===== src/rtl/tlb_pkg.sv =====
package tlb_pkg;

   // Software command encoding on sw_cmd
   typedef enum logic [1:0] {
      SW_NOP     = 2'b00,
      SW_READ    = 2'b01,
      SW_WR_IDX  = 2'b10,
      SW_WR_RAND = 2'b11
   } sw_cmd_e;

endpackage


===== src/rtl/tlb_match.sv =====
module tlb_match #(
   parameter int ENTRIES = 16,
   parameter int VPN_W   = 20,
   localparam int IDX_W  = $clog2(ENTRIES)
) (
   input  logic [ENTRIES-1:0]            valid_vec,
   input  logic [ENTRIES-1:0][VPN_W-1:0] tags,
   input  logic [VPN_W-1:0]              key,
   output logic [ENTRIES-1:0]            match_vec,
   output logic                          any_match,
   output logic                          multi_match,
   output logic [IDX_W-1:0]              first_idx
);

   // One comparator per slot, all working in parallel
   for (genvar g = 0; g < ENTRIES; g++) begin : g_cmp
      assign match_vec[g] = valid_vec[g] && (tags[g] == key);
   end

   assign any_match   = |match_vec;
   assign multi_match = ($countones(match_vec) > 1);

   // Lowest-numbered match wins: scan downward so the last hit written is the lowest
   always_comb begin
      first_idx = '0;
      for (int i = ENTRIES - 1; i >= 0; i--) begin
         if (match_vec[i]) first_idx = IDX_W'(i);
      end
   end

   always_comb begin
      if (any_match) begin
         p_first_is_match_r9 : assert (match_vec[first_idx])
            else $error("winner slot does not match");
      end
      if (multi_match) begin
         p_multi_needs_any_r9 : assert (any_match)
            else $error("multi-match without match");
      end
   end

endmodule


===== src/rtl/tlb_rand_ctr.sv =====
module tlb_rand_ctr #(
   parameter int ENTRIES = 16,
   localparam int IDX_W  = $clog2(ENTRIES)
) (
   input  logic             clk,
   input  logic             rst_n,
   input  logic             wired_we,
   input  logic [IDX_W-1:0] wired_wdata,
   output logic [IDX_W-1:0] wired_q,
   output logic [IDX_W-1:0] rand_q
);

   localparam logic [IDX_W-1:0] TOP = IDX_W'(ENTRIES - 1);

   always_ff @(posedge clk) begin
      if (!rst_n) begin
         wired_q <= '0;
         rand_q  <= TOP;
      end else if (wired_we) begin
         wired_q <= wired_wdata;
         rand_q  <= TOP;
      end else if (rand_q <= wired_q) begin
         rand_q  <= TOP;
      end else begin
         rand_q  <= rand_q - 1'b1;
      end
   end

   p_rand_step_r8 : assert property (@(posedge clk) disable iff (!rst_n)
      (!wired_we && rand_q > wired_q) |=> rand_q == $past(rand_q) - 1'b1)
      else $error("random counter failed to decrement");

   p_rand_wrap_r8 : assert property (@(posedge clk) disable iff (!rst_n)
      (wired_we || rand_q <= wired_q) |=> rand_q == TOP)
      else $error("random counter failed to wrap");

endmodule


===== src/rtl/tlb_swfill.sv =====
module tlb_swfill
   import tlb_pkg::*;
#(
   parameter int ENTRIES = 16,
   parameter int VPN_W   = 20,
   parameter int PPN_W   = 18,
   parameter int OFF_W   = 12,
   parameter int PERM_W  = 2,
   localparam int IDX_W  = $clog2(ENTRIES),
   localparam int LO_W   = PPN_W + PERM_W + 3,
   localparam int BAD_W  = VPN_W + OFF_W
) (
   input  logic              clk,
   input  logic              rst_n,
   input  logic              acc_valid,
   input  logic              acc_write,
   input  logic [VPN_W-1:0]  acc_vpn,
   input  logic [OFF_W-1:0]  acc_off,
   output logic              hit,
   output logic              miss,
   output logic              multi_hit,
   output logic [PPN_W-1:0]  hit_ppn,
   output logic              hit_dirty,
   output logic              hit_refd,
   output logic [PERM_W-1:0] hit_perm,
   output logic [BAD_W-1:0]  bad_vaddr,
   input  logic              hi_we,
   input  logic [VPN_W-1:0]  hi_wdata,
   input  logic              lo_we,
   input  logic [LO_W-1:0]   lo_wdata,
   input  logic              idx_we,
   input  logic [IDX_W-1:0]  idx_wdata,
   input  logic              wired_we,
   input  logic [IDX_W-1:0]  wired_wdata,
   input  logic [1:0]        sw_cmd,
   output logic [VPN_W-1:0]  hi_q,
   output logic [LO_W-1:0]   lo_q,
   output logic [IDX_W-1:0]  idx_q,
   output logic [IDX_W-1:0]  rand_q
);

   if (ENTRIES < 2 || (1 << IDX_W) != ENTRIES) begin : g_bad_entries
      $error("ENTRIES must be a power of two of at least 2");
   end
   if (VPN_W < 1 || PPN_W < 1 || PERM_W < 1 || OFF_W < 1) begin : g_bad_width
      $error("field widths must be positive");
   end

   // Bit positions inside the low register
   localparam int P_VALID = 0;
   localparam int P_PERM  = 1;
   localparam int P_REFD  = PERM_W + 1;
   localparam int P_DIRTY = PERM_W + 2;
   localparam int P_PPN   = PERM_W + 3;

   // Entry storage
   logic [ENTRIES-1:0]             e_valid;
   logic [ENTRIES-1:0][VPN_W-1:0]  e_vpn;
   logic [ENTRIES-1:0][PPN_W-1:0]  e_ppn;
   logic [ENTRIES-1:0][PERM_W-1:0] e_perm;
   logic [ENTRIES-1:0]             e_dirty;
   logic [ENTRIES-1:0]             e_refd;

   sw_cmd_e          cmd;
   logic             sw_wr;
   logic [IDX_W-1:0] sw_slot;
   logic [IDX_W-1:0] wired_q;

   logic [ENTRIES-1:0] m_vec;
   logic               m_any;
   logic               m_multi;
   logic [IDX_W-1:0]   hit_idx;

   assign cmd     = sw_cmd_e'(sw_cmd);
   assign sw_wr   = (cmd == SW_WR_IDX) || (cmd == SW_WR_RAND);
   assign sw_slot = (cmd == SW_WR_RAND) ? rand_q : idx_q;

   tlb_match #(.ENTRIES(ENTRIES), .VPN_W(VPN_W)) u_match (
      .valid_vec   (e_valid),
      .tags        (e_vpn),
      .key         (acc_vpn),
      .match_vec   (m_vec),
      .any_match   (m_any),
      .multi_match (m_multi),
      .first_idx   (hit_idx)
   );

   tlb_rand_ctr #(.ENTRIES(ENTRIES)) u_rand (
      .clk         (clk),
      .rst_n       (rst_n),
      .wired_we    (wired_we),
      .wired_wdata (wired_wdata),
      .wired_q     (wired_q),
      .rand_q      (rand_q)
   );

   // Same-cycle lookup results
   assign hit       = acc_valid && m_any;
   assign miss      = acc_valid && !m_any;
   assign multi_hit = acc_valid && m_multi;
   assign hit_ppn   = e_ppn[hit_idx];
   assign hit_dirty = e_dirty[hit_idx];
   assign hit_refd  = e_refd[hit_idx];
   assign hit_perm  = e_perm[hit_idx];

   // Entry array: usage flag updates, then software writes override
   always_ff @(posedge clk) begin
      if (!rst_n) begin
         e_valid <= '0;
         e_vpn   <= '0;
         e_ppn   <= '0;
         e_perm  <= '0;
         e_dirty <= '0;
         e_refd  <= '0;
      end else begin
         if (hit) begin
            e_refd[hit_idx] <= 1'b1;
            if (acc_write) e_dirty[hit_idx] <= 1'b1;
         end
         if (sw_wr) begin
            e_vpn[sw_slot]   <= hi_q;
            e_valid[sw_slot] <= lo_q[P_VALID];
            e_perm[sw_slot]  <= lo_q[P_PERM +: PERM_W];
            e_refd[sw_slot]  <= lo_q[P_REFD];
            e_dirty[sw_slot] <= lo_q[P_DIRTY];
            e_ppn[sw_slot]   <= lo_q[P_PPN +: PPN_W];
         end
      end
   end

   // Software-visible registers
   always_ff @(posedge clk) begin
      if (!rst_n) begin
         hi_q  <= '0;
         lo_q  <= '0;
         idx_q <= '0;
      end else begin
         if (idx_we) idx_q <= idx_wdata;
         if (cmd == SW_READ) begin
            hi_q <= e_vpn[idx_q];
            lo_q <= {e_ppn[idx_q], e_dirty[idx_q], e_refd[idx_q],
                     e_perm[idx_q], e_valid[idx_q]};
         end else begin
            if (hi_we) hi_q <= hi_wdata;
            if (lo_we) lo_q <= lo_wdata;
         end
      end
   end

   // Faulting address capture
   always_ff @(posedge clk) begin
      if (!rst_n)    bad_vaddr <= '0;
      else if (miss) bad_vaddr <= {acc_vpn, acc_off};
   end

   p_hit_miss_excl_r2 : assert property (@(posedge clk) disable iff (!rst_n)
      !(hit && miss))
      else $error("hit and miss together");

   p_bad_capture_r3 : assert property (@(posedge clk) disable iff (!rst_n)
      miss |=> bad_vaddr == $past({acc_vpn, acc_off}))
      else $error("faulting address not captured");

   p_bad_hold_r3 : assert property (@(posedge clk) disable iff (!rst_n)
      !miss |=> $stable(bad_vaddr))
      else $error("faulting address changed without a miss");

   p_wr_idx_r5 : assert property (@(posedge clk) disable iff (!rst_n)
      (cmd == SW_WR_IDX) |=> e_vpn[$past(idx_q)] == $past(hi_q))
      else $error("indexed write lost");

   p_ref_set_r10 : assert property (@(posedge clk) disable iff (!rst_n)
      (hit && !sw_wr) |=> e_refd[$past(hit_idx)])
      else $error("reference bit not set on hit");

   p_dirty_set_r10 : assert property (@(posedge clk) disable iff (!rst_n)
      (hit && acc_write && !sw_wr) |=> e_dirty[$past(hit_idx)])
      else $error("dirty bit not set on store hit");

endmodule


===== config.mk =====
export PLATFORM = sky130hd
export DESIGN_NAME = tlb_swfill
export DESIGN_NICKNAME = d
export VERILOG_FILES = /design/src/rtl/tlb_pkg.sv /design/src/rtl/tlb_match.sv /design/src/rtl/tlb_rand_ctr.sv /design/src/rtl/tlb_swfill.sv
export SDC_FILE = /design/constraint.sdc
export NUM_CORES = 2
export LEC_CHECK = 0
export CAP_MARGIN = 20
export CORE_UTILIZATION = 24
export DETAILED_ROUTE_END_ITERATION = 8
export DONT_BUFFER_PORTS = 1
export PLACE_DENSITY = 0.45
export SLEW_MARGIN = 20
export SYNTH_ARGS = -nofsm -noshare
export SYNTH_HDL_FRONTEND = slang
export SYNTH_HIERARCHICAL = 1
export SYNTH_SLANG_ARGS = --single-unit

===== constraint.sdc =====
create_clock -name clk -period 8.25 [get_ports clk]
set_input_delay 0.825 -clock clk [delete_from_list [all_inputs] [get_ports clk]]
set_output_delay 0.825 -clock clk [all_outputs]
set_load 0.01 [all_outputs]

==> impl_results.md <==
- Outcome: finished, violations left
- Failing checks: max-slew violations
- Chip height: 431 um
- #FFs+latches synth: 775
- Ports: 201
- Worst R2R Setup Slack: 3800 ps
- Number of port buffers: 0
- Clock sinks: 775
- Vias in the first global route: 37017
- Crit Path Max Fanout: 3
- WS Path Type: reg2out
- Final non-filler cell total: 6944
- DRC violations left: 0
- Count leader, synth: dfxtp_1
- CTS tree: done
- EDFF count, synth: 0
- Util after Layout: 26.6%
- Syn avg cell area: 8.94 um^2
- Placement Setup Slack: 1530 ps
- Vias/cell: 5.51
- CTS Buf Count: 95
- Seq/Total Area, Yosys: 35.2%
- Synth Flop Type: dfxtp_1
- Timing endpoint of the critical path: multi_hit
- Core area: 182000 um^2
- Sw power: 2.54 mW
- Combinational share of power: 9.3%
- RSZ-0062 raised after global routing: false
- Int Pwr: 6.56 mW
- Final-report setup violation count: 0
- CTS root buffer: clkbuf_16
- Initial DRC Count: 3879
- Final period utilization: 84.8%
- Share of the synthesized area in the top cell type: 35.2%
- Mapped Area: 44100 um^2
- Crit path DAT: 6170 ps
- DR vias: 38288
- Number of antenna violations at the first check in global routing: 15
- Yosys warns: 6
- HPWL after DPL: 117000 um
- Overflow after GRT: 0
- Fin crit period: 7000 ps
- CTS clk-pin slew, worst paths: 60 ps
- Achievable frequency: 143 MHz
- Final Total Pwr: 9.10 mW
- All-Layer GR Usage: 20.6%
- Top cell types by occurrence after synthesis: 775 x dfxtp_1, 565 x o21ai_0, 513 x nand3_1
- GPL Wtd Cong: 0.940
- H-tree depth: 3
- R2r startpoint: e_vpn[160]$_SDFFE_PN0P_
- Synth Net Count: 5056
- TritonRoute pass-1 iters: 5
- Layout area overhead: 9.64%
- Post-synthesis cell count: 4932
- R2R Path End: e_dirty[9]$_SDFF_PN0_
- Row count: 156
- Power share of the clock group: 47.4%
- Switching Fraction: 27.9%
- Clock Latency Late Sink: 720 ps
- VDD IR max: 0.000161 V
- Worst EP required: 7420 ps
- R2R depth: 12
- Synth cell types: 69
- WL per Instance: 28.4 um
- Worst Skew: 45.1 ps
- Worst slew margin: -112%
- Hold Fails Final Rpt: 0
- Post-route cell area: 48300 um^2
- Initial core utilization: 24.3%
- Worst setup SP type: flop
- Post-Route Setup TNS: 0 ps
- First-pass GRT wire length: 283000 um
- Slew Viols, Final: 477
- Placed instance count: 6771
- Post-CTS Hold Buffers: 0
- Fin nets: 4624
- Max Cap Violations: 0
- Synth area leaders: dfxtp_1 35%, mux4_2 7.8%, a21boi_0 6.5%
- Power per cell area: 188 nW/um^2
- Chip Width: 431 um
- Placed inst area: 45100 um^2
- Largest net degree at the start of global routing: 773
- Routed Antenna Nets: 0
- Layout cells sized above 1: 10.3%
- Post-cts sizing count: 0
- CP endpoint kind: output pin
- Hold Path Class: in2reg
- CTS max path bufs: 3
- Setup bufs post-CTS: 0
- Synth area leader: dfxtp_1
- CP Launch Point: e_vpn[94]$_SDFFE_PN0P_
- Final WL: 197000 um
- Die area: 185000 um^2
- Hold WS: 242 ps
- Setup WS post-layout: 1250 ps
- Static leakage: 14.3 nW
- Share of flip-flops with an asynchronous set or reset: 0%
- Slew @ Worst Pin: 3180 ps
- Seq pwr share: 43.3%
[worst min path at each step]
stage	start	end	slack, ps	cells past startpoint
finish	acc_vpn[7]	bad_vaddr[19]$_SDFFE_PN0P_	240	2
global route	acc_vpn[1]	bad_vaddr[13]$_SDFFE_PN0P_	220	2
CTS	acc_vpn[6]	bad_vaddr[18]$_SDFFE_PN0P_	190	2
detailed placement	e_ppn[43]$_SDFFE_PN0P_	e_ppn[43]$_SDFFE_PN0P_	460	2
global placement	e_ppn[17]$_SDFFE_PN0P_	e_ppn[17]$_SDFFE_PN0P_	460	2
floorplan	e_perm[2]$_SDFFE_PN0P_	e_perm[2]$_SDFFE_PN0P_	440	2
[routing by layer]
layer | global-route usage, % | wire (um) | up-vias
met2 | 34.4 | 94200 | 1465
met5 | 0 | 26 | -
li1 | - | - | 16922
met3 | 3.47 | 12500 | 391
met4 | 8.02 | 7870 | 4
met1 | 26.4 | 82700 | 19506
[placed cells by master (no fill, tap or decap), drive strengths merged, types with 5 or more instances in the layout]
cell	Yosys	routed
dfxtp	775	775
a21boi	688	688
o21ai	569	569
nand3	513	513
nand2	403	403
mux2i	266	266
xnor2	235	235
mux4	153	153
clkbuf	394	150
xor2	87	87
o22ai	86	86
buf	214	79
nand4	59	59
a31oi	56	56
nor2	55	55
o211ai	49	49
a22oi	43	43
mux2	43	43
inv	37	38
nor4	36	36
o311a	24	24
a21oi	22	22
ha	21	21
nor2b	15	15
clkinv	0	14
fa	10	10
nor3b	7	7
and2	7	7
a311oi	5	5
o21a	5	5
o211a	5	5
nor3	5	5
[cells by family (layout without fill, tap and decap cells)]
family,after synthesis,count (layout),synth area share [%]
AOI/OAI and AO/OA,1567,1567,23.4
xor gates and xnor gates,322,322,6.45
adders and majority gates,31,31,1.05
buffers and inverters,645,286,6.76
DFF,775,775,35.2
muxes,462,462,15.0
other,0,1,0
and+or+nand+nor,1130,1130,12.2
[layout make-up]
cell class	instances	area [um^2]
Antenna cell	1	2.50
Clock buffer	150	2920
Clock inverter	20	226
Fill cell	19413	133000
Inverter	37	139
Multi-Input combinational cell	3512	25800
Sequential cell	775	15500
Tap cell	2370	2970
Timing Repair Buffer	79	721
[critical path, cell delays in order, from the launching register on]
cell and delay, ps:
dfxtp_1 330, xor2_1 140, nor4_1 510, nand4_1 210, nor4_1 690, inv_1 170
fa_1 590, inv_1 70, fa_1 540, inv_1 60, fa_1 540, inv_1 60
fa_1 400, fa_1 450, nor4b_1 280, nand2_1 170, and2_1 220
[sequential cells by signal, indices dropped and copies added, names as in the netlist, 16 cells and up]
name       cells
e_perm        32
e_valid       16
e_dirty       16
e_ppn        288
e_refd        16
lo_q          23
bad_vaddr     32
hi_q          20
e_vpn        320
[power by group through the flow]
stage               sequential, mW  combinational [mW]  clock (mW)
floorplan                     3.92               0.663           0
global placement              4.03               0.822           0
detailed placement            4.03               0.825           0
CTS                           3.94               0.827        4.40
global route                  3.95               0.866        4.54
finish                        3.94               0.847        4.31
Note: power is estimated with default switching activity, not from simulation.
